## src/rtl/phy_seq_pkg.sv

```systemverilog
package phy_seq_pkg;

   typedef enum logic [2:0] {
      ST_IDLE,
      ST_SETTLE,
      ST_CAL_WAIT,
      ST_DLL_ON,
      ST_LOCK_WAIT
   } seq_state_t;

   typedef enum logic [1:0] {
      ERR_NONE     = 2'd0,
      ERR_CAL_TMO  = 2'd1,
      ERR_LOCK_TMO = 2'd2
   } seq_err_t;

endpackage

```

## src/rtl/phy_rate_band.sv

```systemverilog
// Maps a clock rate onto one of four DLL bands and flags rates far from a band centre.
module phy_rate_band #(
   parameter int unsigned RATE_W  = 32,
   parameter int unsigned STEP_HZ = 50_000_000,
   parameter int unsigned TOL_HZ  = 15_000_000
) (
   input  logic [RATE_W-1:0] rate,
   output logic [1:0]        band,
   output logic              warn
);
   localparam logic [63:0] STEP = 64'(STEP_HZ);
   localparam logic [63:0] TOL  = 64'(TOL_HZ);
   localparam logic [63:0] TOP  = 64'd4 * STEP;

   if (RATE_W < 8 || RATE_W > 63) begin : g_bad_width
      $error("phy_rate_band: RATE_W out of range");
   end
   if (STEP_HZ == 0 || TOL_HZ >= STEP_HZ) begin : g_bad_step
      $error("phy_rate_band: STEP_HZ/TOL_HZ inconsistent");
   end

   logic [63:0] r, nom, diff;

   always_comb begin
      r    = 64'(rate);
      band = 2'd0;
      nom  = TOP;
      // walk bands downwards so the lowest matching band wins
      for (int k = 3; k >= 1; k--) begin
         if (r < ((64'(2 * k + 1) * STEP) >> 1)) begin
            band = 2'(k);
            nom  = 64'(k) * STEP;
         end
      end
      if (r == 64'd0) begin
         band = 2'd0;
         nom  = TOP;
      end
      diff = (r > nom) ? (r - nom) : (nom - r);
      warn = ((r > STEP) && (diff > TOL)) || (r > TOP);
   end

   // a nonzero band code is only produced below the top nominal rate
   always_comb begin
      a_band_below_top_r5: assert (band == 2'd0 || r < TOP);
   end

endmodule

```

## src/rtl/phy_us_timer.sv

```systemverilog
// Microsecond counter with a cycle prescaler; restarts on clr.
module phy_us_timer #(
   parameter int unsigned CYC_PER_US = 50,
   parameter int unsigned LIM_W      = 16
) (
   input  logic             clk,
   input  logic             rst_n,
   input  logic             clr,
   input  logic [LIM_W-1:0] limit_us,
   output logic             expired
);
   localparam int unsigned PRE_W = (CYC_PER_US > 1) ? $clog2(CYC_PER_US) : 1;

   if (CYC_PER_US < 1) begin : g_bad_cyc
      $error("phy_us_timer: CYC_PER_US must be at least 1");
   end

   logic             tick;
   logic [LIM_W-1:0] us_q;

   if (CYC_PER_US == 1) begin : g_no_pre
      assign tick = 1'b1;
   end else begin : g_pre
      logic [PRE_W-1:0] pre_q;
      always_ff @(posedge clk or negedge rst_n) begin
         if (!rst_n)                           pre_q <= '0;
         else if (clr)                         pre_q <= '0;
         else if (pre_q == PRE_W'(CYC_PER_US - 1)) pre_q <= '0;
         else                                  pre_q <= pre_q + 1'b1;
      end
      assign tick = (pre_q == PRE_W'(CYC_PER_US - 1));
   end

   always_ff @(posedge clk or negedge rst_n) begin
      if (!rst_n)                     us_q <= '0;
      else if (clr)                   us_q <= '0;
      else if (tick && (us_q != '1))  us_q <= us_q + 1'b1;
   end

   assign expired = (us_q >= limit_us);

endmodule

```

## src/rtl/phy_pwr_seq.sv

```systemverilog
module phy_pwr_seq
   import phy_seq_pkg::*;
#(
   parameter int unsigned CYC_PER_US = 50,
   parameter int unsigned RATE_W     = 32,
   parameter int unsigned SETTLE_US  = 3,
   parameter int unsigned CAL_TMO_US = 50,
   parameter int unsigned DLL_TMO_US = 50_000,
   parameter int unsigned STEP_HZ    = 50_000_000,
   parameter int unsigned TOL_HZ     = 15_000_000
) (
   input  logic              clk,
   input  logic              rst_n,
   input  logic              req_valid,
   input  logic              req_on,
   input  logic [RATE_W-1:0] rate_hz,
   input  logic              cal_done_i,
   input  logic              dll_ready_i,
   output logic              pwr_up_o,
   output logic              dll_en_o,
   output logic [1:0]        freq_sel_o,
   output logic              busy_o,
   output logic              done_o,
   output logic [1:0]        err_o,
   output logic              rate_warn_o
);
   localparam int unsigned LIM_A   = (SETTLE_US > CAL_TMO_US) ? SETTLE_US : CAL_TMO_US;
   localparam int unsigned LIM_MAX = (LIM_A > DLL_TMO_US) ? LIM_A : DLL_TMO_US;
   localparam int unsigned LIM_W   = $clog2(LIM_MAX + 1);

   if (SETTLE_US == 0 || CAL_TMO_US == 0 || DLL_TMO_US == 0) begin : g_bad_wait
      $error("phy_pwr_seq: every wait must be at least one microsecond");
   end

   seq_state_t        state_q;
   seq_err_t          err_q;
   logic [RATE_W-1:0] rate_q;
   logic              pwr_q, dll_q, done_q, warn_q;
   logic [1:0]        freq_q;
   logic [1:0]        band_c;
   logic              warn_c;
   logic              tmr_clr, tmr_exp;
   logic [LIM_W-1:0]  tmr_lim;

   phy_rate_band #(
      .RATE_W (RATE_W),
      .STEP_HZ(STEP_HZ),
      .TOL_HZ (TOL_HZ)
   ) u_band (
      .rate(rate_q),
      .band(band_c),
      .warn(warn_c)
   );

   // timer restarts in the states that precede each timed wait
   always_comb begin
      tmr_clr = (state_q == ST_IDLE) || (state_q == ST_DLL_ON) ||
                ((state_q == ST_SETTLE) && tmr_exp);
      case (state_q)
         ST_SETTLE:   tmr_lim = LIM_W'(SETTLE_US);
         ST_CAL_WAIT: tmr_lim = LIM_W'(CAL_TMO_US);
         default:     tmr_lim = LIM_W'(DLL_TMO_US);
      endcase
   end

   phy_us_timer #(
      .CYC_PER_US(CYC_PER_US),
      .LIM_W     (LIM_W)
   ) u_timer (
      .clk     (clk),
      .rst_n   (rst_n),
      .clr     (tmr_clr),
      .limit_us(tmr_lim),
      .expired (tmr_exp)
   );

   always_ff @(posedge clk or negedge rst_n) begin
      if (!rst_n) begin
         state_q <= ST_IDLE;
         err_q   <= ERR_NONE;
         rate_q  <= '0;
         pwr_q   <= 1'b0;
         dll_q   <= 1'b0;
         done_q  <= 1'b0;
         warn_q  <= 1'b0;
         freq_q  <= 2'd0;
      end else begin
         done_q <= 1'b0;
         case (state_q)
            ST_IDLE: begin
               if (req_valid) begin
                  pwr_q  <= 1'b0;
                  dll_q  <= 1'b0;
                  err_q  <= ERR_NONE;
                  warn_q <= 1'b0;
                  rate_q <= rate_hz;
                  if (req_on) state_q <= ST_SETTLE;
                  else        done_q  <= 1'b1;
               end
            end
            ST_SETTLE: begin
               warn_q <= warn_c;
               if (tmr_exp) begin
                  pwr_q   <= 1'b1;
                  state_q <= ST_CAL_WAIT;
               end
            end
            ST_CAL_WAIT: begin
               if (cal_done_i) begin
                  freq_q  <= band_c;
                  state_q <= ST_DLL_ON;
               end else if (tmr_exp) begin
                  err_q   <= ERR_CAL_TMO;
                  done_q  <= 1'b1;
                  state_q <= ST_IDLE;
               end
            end
            ST_DLL_ON: begin
               dll_q <= 1'b1;
               if (rate_q == '0) begin
                  done_q  <= 1'b1;
                  state_q <= ST_IDLE;
               end else begin
                  state_q <= ST_LOCK_WAIT;
               end
            end
            ST_LOCK_WAIT: begin
               if (dll_ready_i) begin
                  done_q  <= 1'b1;
                  state_q <= ST_IDLE;
               end else if (tmr_exp) begin
                  err_q   <= ERR_LOCK_TMO;
                  done_q  <= 1'b1;
                  state_q <= ST_IDLE;
               end
            end
            default: state_q <= ST_IDLE;
         endcase
      end
   end

   assign pwr_up_o    = pwr_q;
   assign dll_en_o    = dll_q;
   assign freq_sel_o  = freq_q;
   assign busy_o      = (state_q != ST_IDLE);
   assign done_o      = done_q;
   assign err_o       = err_q;
   assign rate_warn_o = warn_q;

   // the DLL is never enabled on an unpowered front end
   p_dll_needs_pwr_r6: assert property (@(posedge clk) disable iff (!rst_n)
      dll_en_o |-> pwr_up_o);

   // the band is already settled when the DLL is switched on
   p_freq_before_dll_r6: assert property (@(posedge clk) disable iff (!rst_n)
      $rose(dll_en_o) |-> $stable(freq_sel_o));

   // power-up only rises on leaving the settle wait
   p_pwr_after_settle_r3: assert property (@(posedge clk) disable iff (!rst_n)
      $rose(pwr_up_o) |-> $past(state_q == ST_SETTLE));

   // an error can only exist after power-up was raised
   p_err_with_pwr_r4: assert property (@(posedge clk) disable iff (!rst_n)
      (err_o != 2'd0) |-> pwr_up_o);

   // a zero rate ends together with the DLL enable
   p_zero_rate_done_r7: assert property (@(posedge clk) disable iff (!rst_n)
      ($rose(dll_en_o) && (rate_q == '0)) |-> done_o);

   // completion is reported only once the block is idle again
   p_done_idle_r12: assert property (@(posedge clk) disable iff (!rst_n)
      done_o |-> !busy_o);

endmodule

```

## config.mk

```make
export PLATFORM = sky130hd
export DESIGN_NAME = phy_pwr_seq
export DESIGN_NICKNAME = d
export VERILOG_FILES = /design/src/rtl/phy_seq_pkg.sv /design/src/rtl/phy_rate_band.sv /design/src/rtl/phy_us_timer.sv /design/src/rtl/phy_pwr_seq.sv
export SDC_FILE = /design/constraint.sdc
export NUM_CORES = 1
export LEC_CHECK = 0
export ABC_CLOCK_PERIOD_IN_PS = 8400
export BUFFER_PORTS_ARGS = -buffer_cell sky130_fd_sc_hd__buf_2
export CAP_MARGIN = 25
export CORE_MARGIN = 4
export CORE_UTILIZATION = 60
export DETAILED_ROUTE_END_ITERATION = 8
export PLACE_DENSITY = 0.9
export SLEW_MARGIN = 20
export SYNTH_ARGS = -nofsm -noshare
export SYNTH_HDL_FRONTEND = slang
export SYNTH_HIERARCHICAL = 1
export SYNTH_SLANG_ARGS = --single-unit
export TNS_END_PERCENT = 30
```

## constraint.sdc

```tcl
create_clock -name clk -period 8.4 [get_ports clk]
set_input_delay 0.84 -clock clk [delete_from_list [all_inputs] [get_ports clk]]
set_output_delay 0.84 -clock clk [all_outputs]
set_load 0.01 [all_outputs]
```

After elaboration in Yosys (flattened, before gate mapping):

Index checks and enable logic that the tools add are counted.

* bits in registers: 65
* input bits: 38
* output and inout port bits: 9
* word-level logic and storage cells: 95

* add/sub/neg operators: 4
* $lt $le $gt $ge: 8
* eq/ne operators: 13
* multiplexer cells: 40
* reduce and logical (&&, ||, !) cells: 20

Operator list (count)
* 28-bit two-way mux: 3
* 64-bit by 24-bit greater-than comparator with 1-bit output, second input constant: 1
* 32-bit by 27-bit < comparator with 1-bit output, second input constant: 2
* 64-bit two-way mux: 1
* 28-bit by 32-bit subtractor with 33-bit output: 1
* 32-bit by 28-bit subtractor with 33-bit output: 1
* 32-bit by 26-bit greater-than comparator with 1-bit output, second input constant: 1
* 32-bit by 28-bit greater-than comparator with 1-bit output: 1
* 32-bit by 28-bit greater-than comparator with 1-bit output, second input constant: 1
* 32-bit logical NOT: 1
* 32-bit by 28-bit < comparator with 1-bit output, second input constant: 1
* 16-bit two-way mux: 2
* 16-bit case mux with 2 select lines: 1
* 26-bit two-way mux: 1
* 3-bit two-way mux: 7
* 2-bit two-way mux: 9
* 16-bit by 1-bit adder with 16-bit output, second input constant: 1
* 16-bit >= comparator: 1
* 16-bit != test, second input constant: 1
* 3-bit case mux with 5 select lines: 1
* 2-bit != test, second input constant: 7
* 6-bit two-way mux: 2
* 1-bit two-way mux: 8
* 2-bit AND reduction: 4
* other kinds (15): 26

Longest topological paths before layout:

* word-level depth: 11
* mapped depth: 26
* depth with buffers taken out: 25

By module:

The synthesis kept the hierarchy.

Modules (own cells, without submodules)
* phy_rate_band: instances 1, cells an instance 404, area an instance 2656.3 µm², sequential area each 0.0 µm²
* phy_pwr_seq: instances 1, cells an instance 207, area an instance 1801.7 µm², sequential area each 1076.0 µm²
* phy_us_timer: instances 1, cells an instance 163, area an instance 1550.2 µm², sequential area each 550.5 µm²

Least setup slack after synthesis:

OpenSTA, ideal clock, no wires.

* kind: register to register
* start: register rate_q[10]
* end: register warn_q (netlist: rate_warn_o)
* library setup time: 134 ps
* data arrival time: 5170 ps
* required time: 8266 ps
* slack: 3096 ps
* cell stages (with the launch flop): 25
* path buffers: 1
* period minus slack after synthesis: 5304 ps
* cells stage by stage: dfrtp_1 > clkbuf_1 > nor2_1 > a211oi_1 > o21ai_0 > a21oi_1 > or3_1 > a41o_1 > a311oi_1 > nor2_1 > a21o_1 > ha_1 > fa_1 > a21o_1 > a31oi_1 > o211ai_1 > a41o_1 > a21oi_1 > nor2_1 > ha_1 > or4b_1 > a221oi_1 > a31oi_1 > nand2_1 > o21ai_0

* cells in the longest elaborated chain, start to end: 11
* elaborated cells between the ends (all ways): 18
* classes of those cells: 2 x add/sub; 7 x order compare; 6 x mux; 3 x reduce/logical

Ends and longest elaborated chain
* start: declaration: line phy_pwr_seq.sv:37 `logic [RATE_W-1:0] rate_q;`
* start signal: assignment: line phy_pwr_seq.sv:96 `rate_q <= rate_hz;`
* 32-bit by 28-bit < comparator with 1-bit output: line phy_rate_band.sv:30 `if (r < ((64'(2 * k + 1) * STEP) >> 1)) begin`
* 26-bit two-way mux: line phy_rate_band.sv:30
* 28-bit two-way mux (2 in series): line phy_rate_band.sv:30
* 28-bit two-way mux: line phy_rate_band.sv:35 `if (r == 64'd0) begin`
* 28-bit by 32-bit subtractor with 33-bit output, or another cell as far along: line phy_rate_band.sv:39 `diff = (r > nom) ? (r - nom) : (nom - r);`
* 64-bit two-way mux: line phy_rate_band.sv:39
* 64-bit by 24-bit greater-than comparator with 1-bit output: line phy_rate_band.sv:40 `warn = ((r > STEP) && (diff > TOL)) || (r > TOP);`
* 1-bit logical AND: line phy_rate_band.sv:40
* 1-bit logical OR (*): line phy_rate_band.sv:40
* via warn_c: line phy_pwr_seq.sv:41 `logic warn_c;`
* 1-bit case mux with 2 select lines (*): line phy_pwr_seq.sv:89 `case (state_q)`
* end signal: assignment: line phy_pwr_seq.sv:102 `warn_q <= warn_c;`
* end: declaration: line phy_pwr_seq.sv:38 `logic pwr_q, dll_q, done_q, warn_q;`

Mark *: on every way through the listed nets, which the timed path passes. The rest lies on a longest branch.
A chain may end at the register's enable or synchronous reset.

Worst setup path after layout:

* start: register rate_q[1]
* end: register warn_q (netlist: rate_warn_o)

Same word-level chain as after synthesis.

==> impl_metrics.toml <==
[finish]
ff_latch_area_um2 = 1630
fin_nets = 892
drive_gt1_share_pct = 11.1
nFillCells = 846
syn2layout_area_growth_pct = 7.93
multi_input_area_um2 = 4050
final_area_um2 = 6480
fin_util_pct = 66.3
diodes = 0

[floorplanning]
initial_utilization_pct = 61.5
core-area_um2 = 9770
die_w_um = 108
io-pin-count = 47
die_area_um2 = 11700
rows = 36
die_h_um = 108

[power_and_ir_drop]
leakagePower_uw = 0.00301
power.total_uw = 2710
ir_drop_mv = 0.305
power_per_cell_area_nw_per_um2 = 418

[yosys]
synth_edf_count = 0
synth.yosys.seq_area_share_pct = 27.1
yosysWarnings = 6
synth_top_area_share_pct = 27.1
ys_seq_elements = 65
synth_ff_type = "dfrtp_1"
syn_avg_cell_area_um2 = 7.76
synth.area.top_cells = "dfrtp_1 (27%), ha_1 (10%), nand2_1 (9.1%)"
synthArstFlopShare_pct = 100
synth_cell_types = 75
syn_inst = 774
syn_area_um2 = 6010
yosysTopAreaCell = "dfrtp_1"

[critical_path]
critPathCapture = "rate_warn_o"
worstRegToRegCells = 19
crit_fanout = 8
r2r-start = "rate_q[1]"
critPathRequiredTime_ns = 8.63
rrSetupSlack_ns = 2.16
timing.rr.end = "rate_warn_o"
crit_type = "reg -> reg"
cp-startpoint = "rate_q[1]"
cp.arrival_ns = 6.47
start_kind = "flip-flop"
crit_path_end_kind = "flip-flop"

[global_route]
grt_pass1_vias = 5941
overflow = 0
grt_usage_pct = 33.6
grt_pass1_wl_um = 30700
grt_max_degree = 66
antenna_found_initial = 0

[sta]
drv_slew = 0
finalSetupTns_ns = 0
final-hold-violation-count = 0
period_minus_slack_ns = 6.24
rsz0062_at_grt = "false"
worst_pin_slew_ns = 0.864
fin_worst_skew_ns = 0.0142
slew_headroom_pct = 42.4
fin_crit_sh_pct = 74.3
setup-violations-final = 0
fin_ws_ns = 2.16
max_freq_ghz = 0.160

[detailed_routing]
vias_per_cell = 6.60
wirelength_um = 18800
postRouteAntennaNets = 0
drc_errors = 0
wl_per_cell_um = 20.0
num_vias = 6222
dr.first_iter.drc_count = 685
firstDrtPassIters = 5

[clocking]
post_cts_buffers = 0
cts_root_buf = "clkbuf_8"
cts_tree = "yes"
cts_buffers = 9
cts.sinks = 65
worstSkewPairLatency_ns = 0.38
clk_path_buf_depth = 2
postCtsResizedCells = 0
ctsHtreeMaxLevel = 3
cts.hold.buffers_added = 0
clk_pin_slew_ns = 0.08

[job]
drv_cap = 0

[hold_path]
hold_path.class = "reg -> reg"

[run_status]
status = "complete, no violations"

[placed_design]
dp_slack_ns = 2.30
placed_cell_area_um2 = 6300
gp_congestion = 0.991
dp_hpwl_um = 13900
io_buffers = 46
critical path: stages, from the launching register on:
cell      delay (ns)
dfrtp_1         0.44
nor4_4          0.55
nand3_1         0.21
or3_1           0.40
or4_1           0.66
a21o_1          0.26
ha_1            0.28
fa_1            0.52
a21o_1          0.23
a31oi_1         0.26
o211ai_1        0.22
a41o_1          0.39
a21oi_1         0.25
nor2_1          0.07
ha_1            0.26
or4b_1          0.51
a221oi_1        0.31
a31oi_1         0.13
nand2_1         0.06
o21ai_0         0.07
state kept, by name, indices dropped and copies added, names as in the netlist:
signal / cells
pwr_up_o: 1
state_q: 3
u_timer/g_pre.pre_q: 6
err_o: 2
done_o: 1
u_timer/us_q: 16
rate_q: 32
dll_en_o: 1
freq_sel_o: 2
rate_warn_o: 1
worst min path at each step:
stage / startpoint / end / cells after the start
finish: u_timer/g_pre.pre_q[0] / u_timer/g_pre.pre_q[0] / 1
global route: u_timer/g_pre.pre_q[0] / u_timer/g_pre.pre_q[0] / 1
CTS: u_timer/g_pre.pre_q[0] / u_timer/g_pre.pre_q[0] / 1
detailed placement: err_o[0] / err_o[0] / 1
global placement: u_timer/g_pre.pre_q[0] / u_timer/g_pre.pre_q[0] / 1
floorplan: u_timer/g_pre.pre_q[0] / u_timer/g_pre.pre_q[0] / 1
synthesized netlist by cell type (7+ instances only):
cell type  count
clkbuf_1      17
nand2_1      146
a21oi_1       42
xor2_1        18
nand4_1       22
buf_2         18
nor2_1        43
nor2b_1       12
dfrtp_1       65
xnor2_1       17
a211oi_1       9
a21o_1        14
nor4_1        19
o21ai_0       19
a31oi_1        8
o21ai_1       13
nand3_1       28
and3_1         7
inv_1         55
nand2b_1      11
nor3_1        16
ha_1          48
metal layers:
metal	up-vias	global-route usage [%]	wire length [µm]
li1	2842	-	-
met1	2934	44.2	7800
met2	360	54.0	8700
met3	86	5.55	1460
met4	0	16.1	877
met5	-	0	0
layout by cell type, fill, tap and decap left out, drive strengths merged, types with 7 or more instances in the layout:
cell	Yosys	routed
a211oi	9	9
a21o	14	14
a21oi	43	43
a31oi	8	8
and3	7	7
buf	18	49
clkbuf	17	11
conb	1	7
dfrtp	65	65
ha	48	48
inv	55	55
nand2	146	146
nand2b	11	11
nand3	28	28
nand4	23	23
nor2	45	45
nor2b	12	12
nor3	18	18
nor4	24	24
o21ai	32	32
xnor2	17	17
xor2	18	18
area by class of cell:
class	count	area share, %
Clock inverter	5	0.868
Tap cell	133	2.57
Sequential cell	65	25.1
Inverter	55	3.18
Multi-Input combinational cell	625	62.4
Clock buffer	11	2.03
Timing Repair Buffer	49	3.90
report_power, final:
part	internal, µW	total [µW]	leakage (µW)	switching (µW)
combinational	686	1810	0.00207	1130
clock	137	271	0.0000933	135
sequential	401	622	0.000841	221
stage by stage:
| step | hold slack [ns] | std cells |
|---|---|---|
| floorplan | 0.459 | 780 |
| global placement | 0.476 | 927 |
| detailed placement | 0.506 | 927 |
| CTS | 0.520 | 943 |
| global route | 0.539 | 943 |
| finish | 0.513 | 943 |
cells by family (layout without fill, tap and decap cells):
| group | count (synthesis) | after routing | share of synthesized area (%) |
|---|---|---|---|
| AND/OR/NAND/NOR | 354 | 354 | 30.8 |
| AO/OA/AOI/OAI | 174 | 174 | 19.6 |
| buffers and inverters | 90 | 120 | 6.00 |
| flip-flops | 65 | 65 | 27.1 |
| adder cells (fa/ha/maj) | 49 | 49 | 10.3 |
| XOR/XNOR | 35 | 35 | 5.10 |
| multiplexers | 6 | 6 | 1.06 |
| other | 1 | 7 | 0.0624 |
Note: power is estimated with default switching activity, not from simulation.
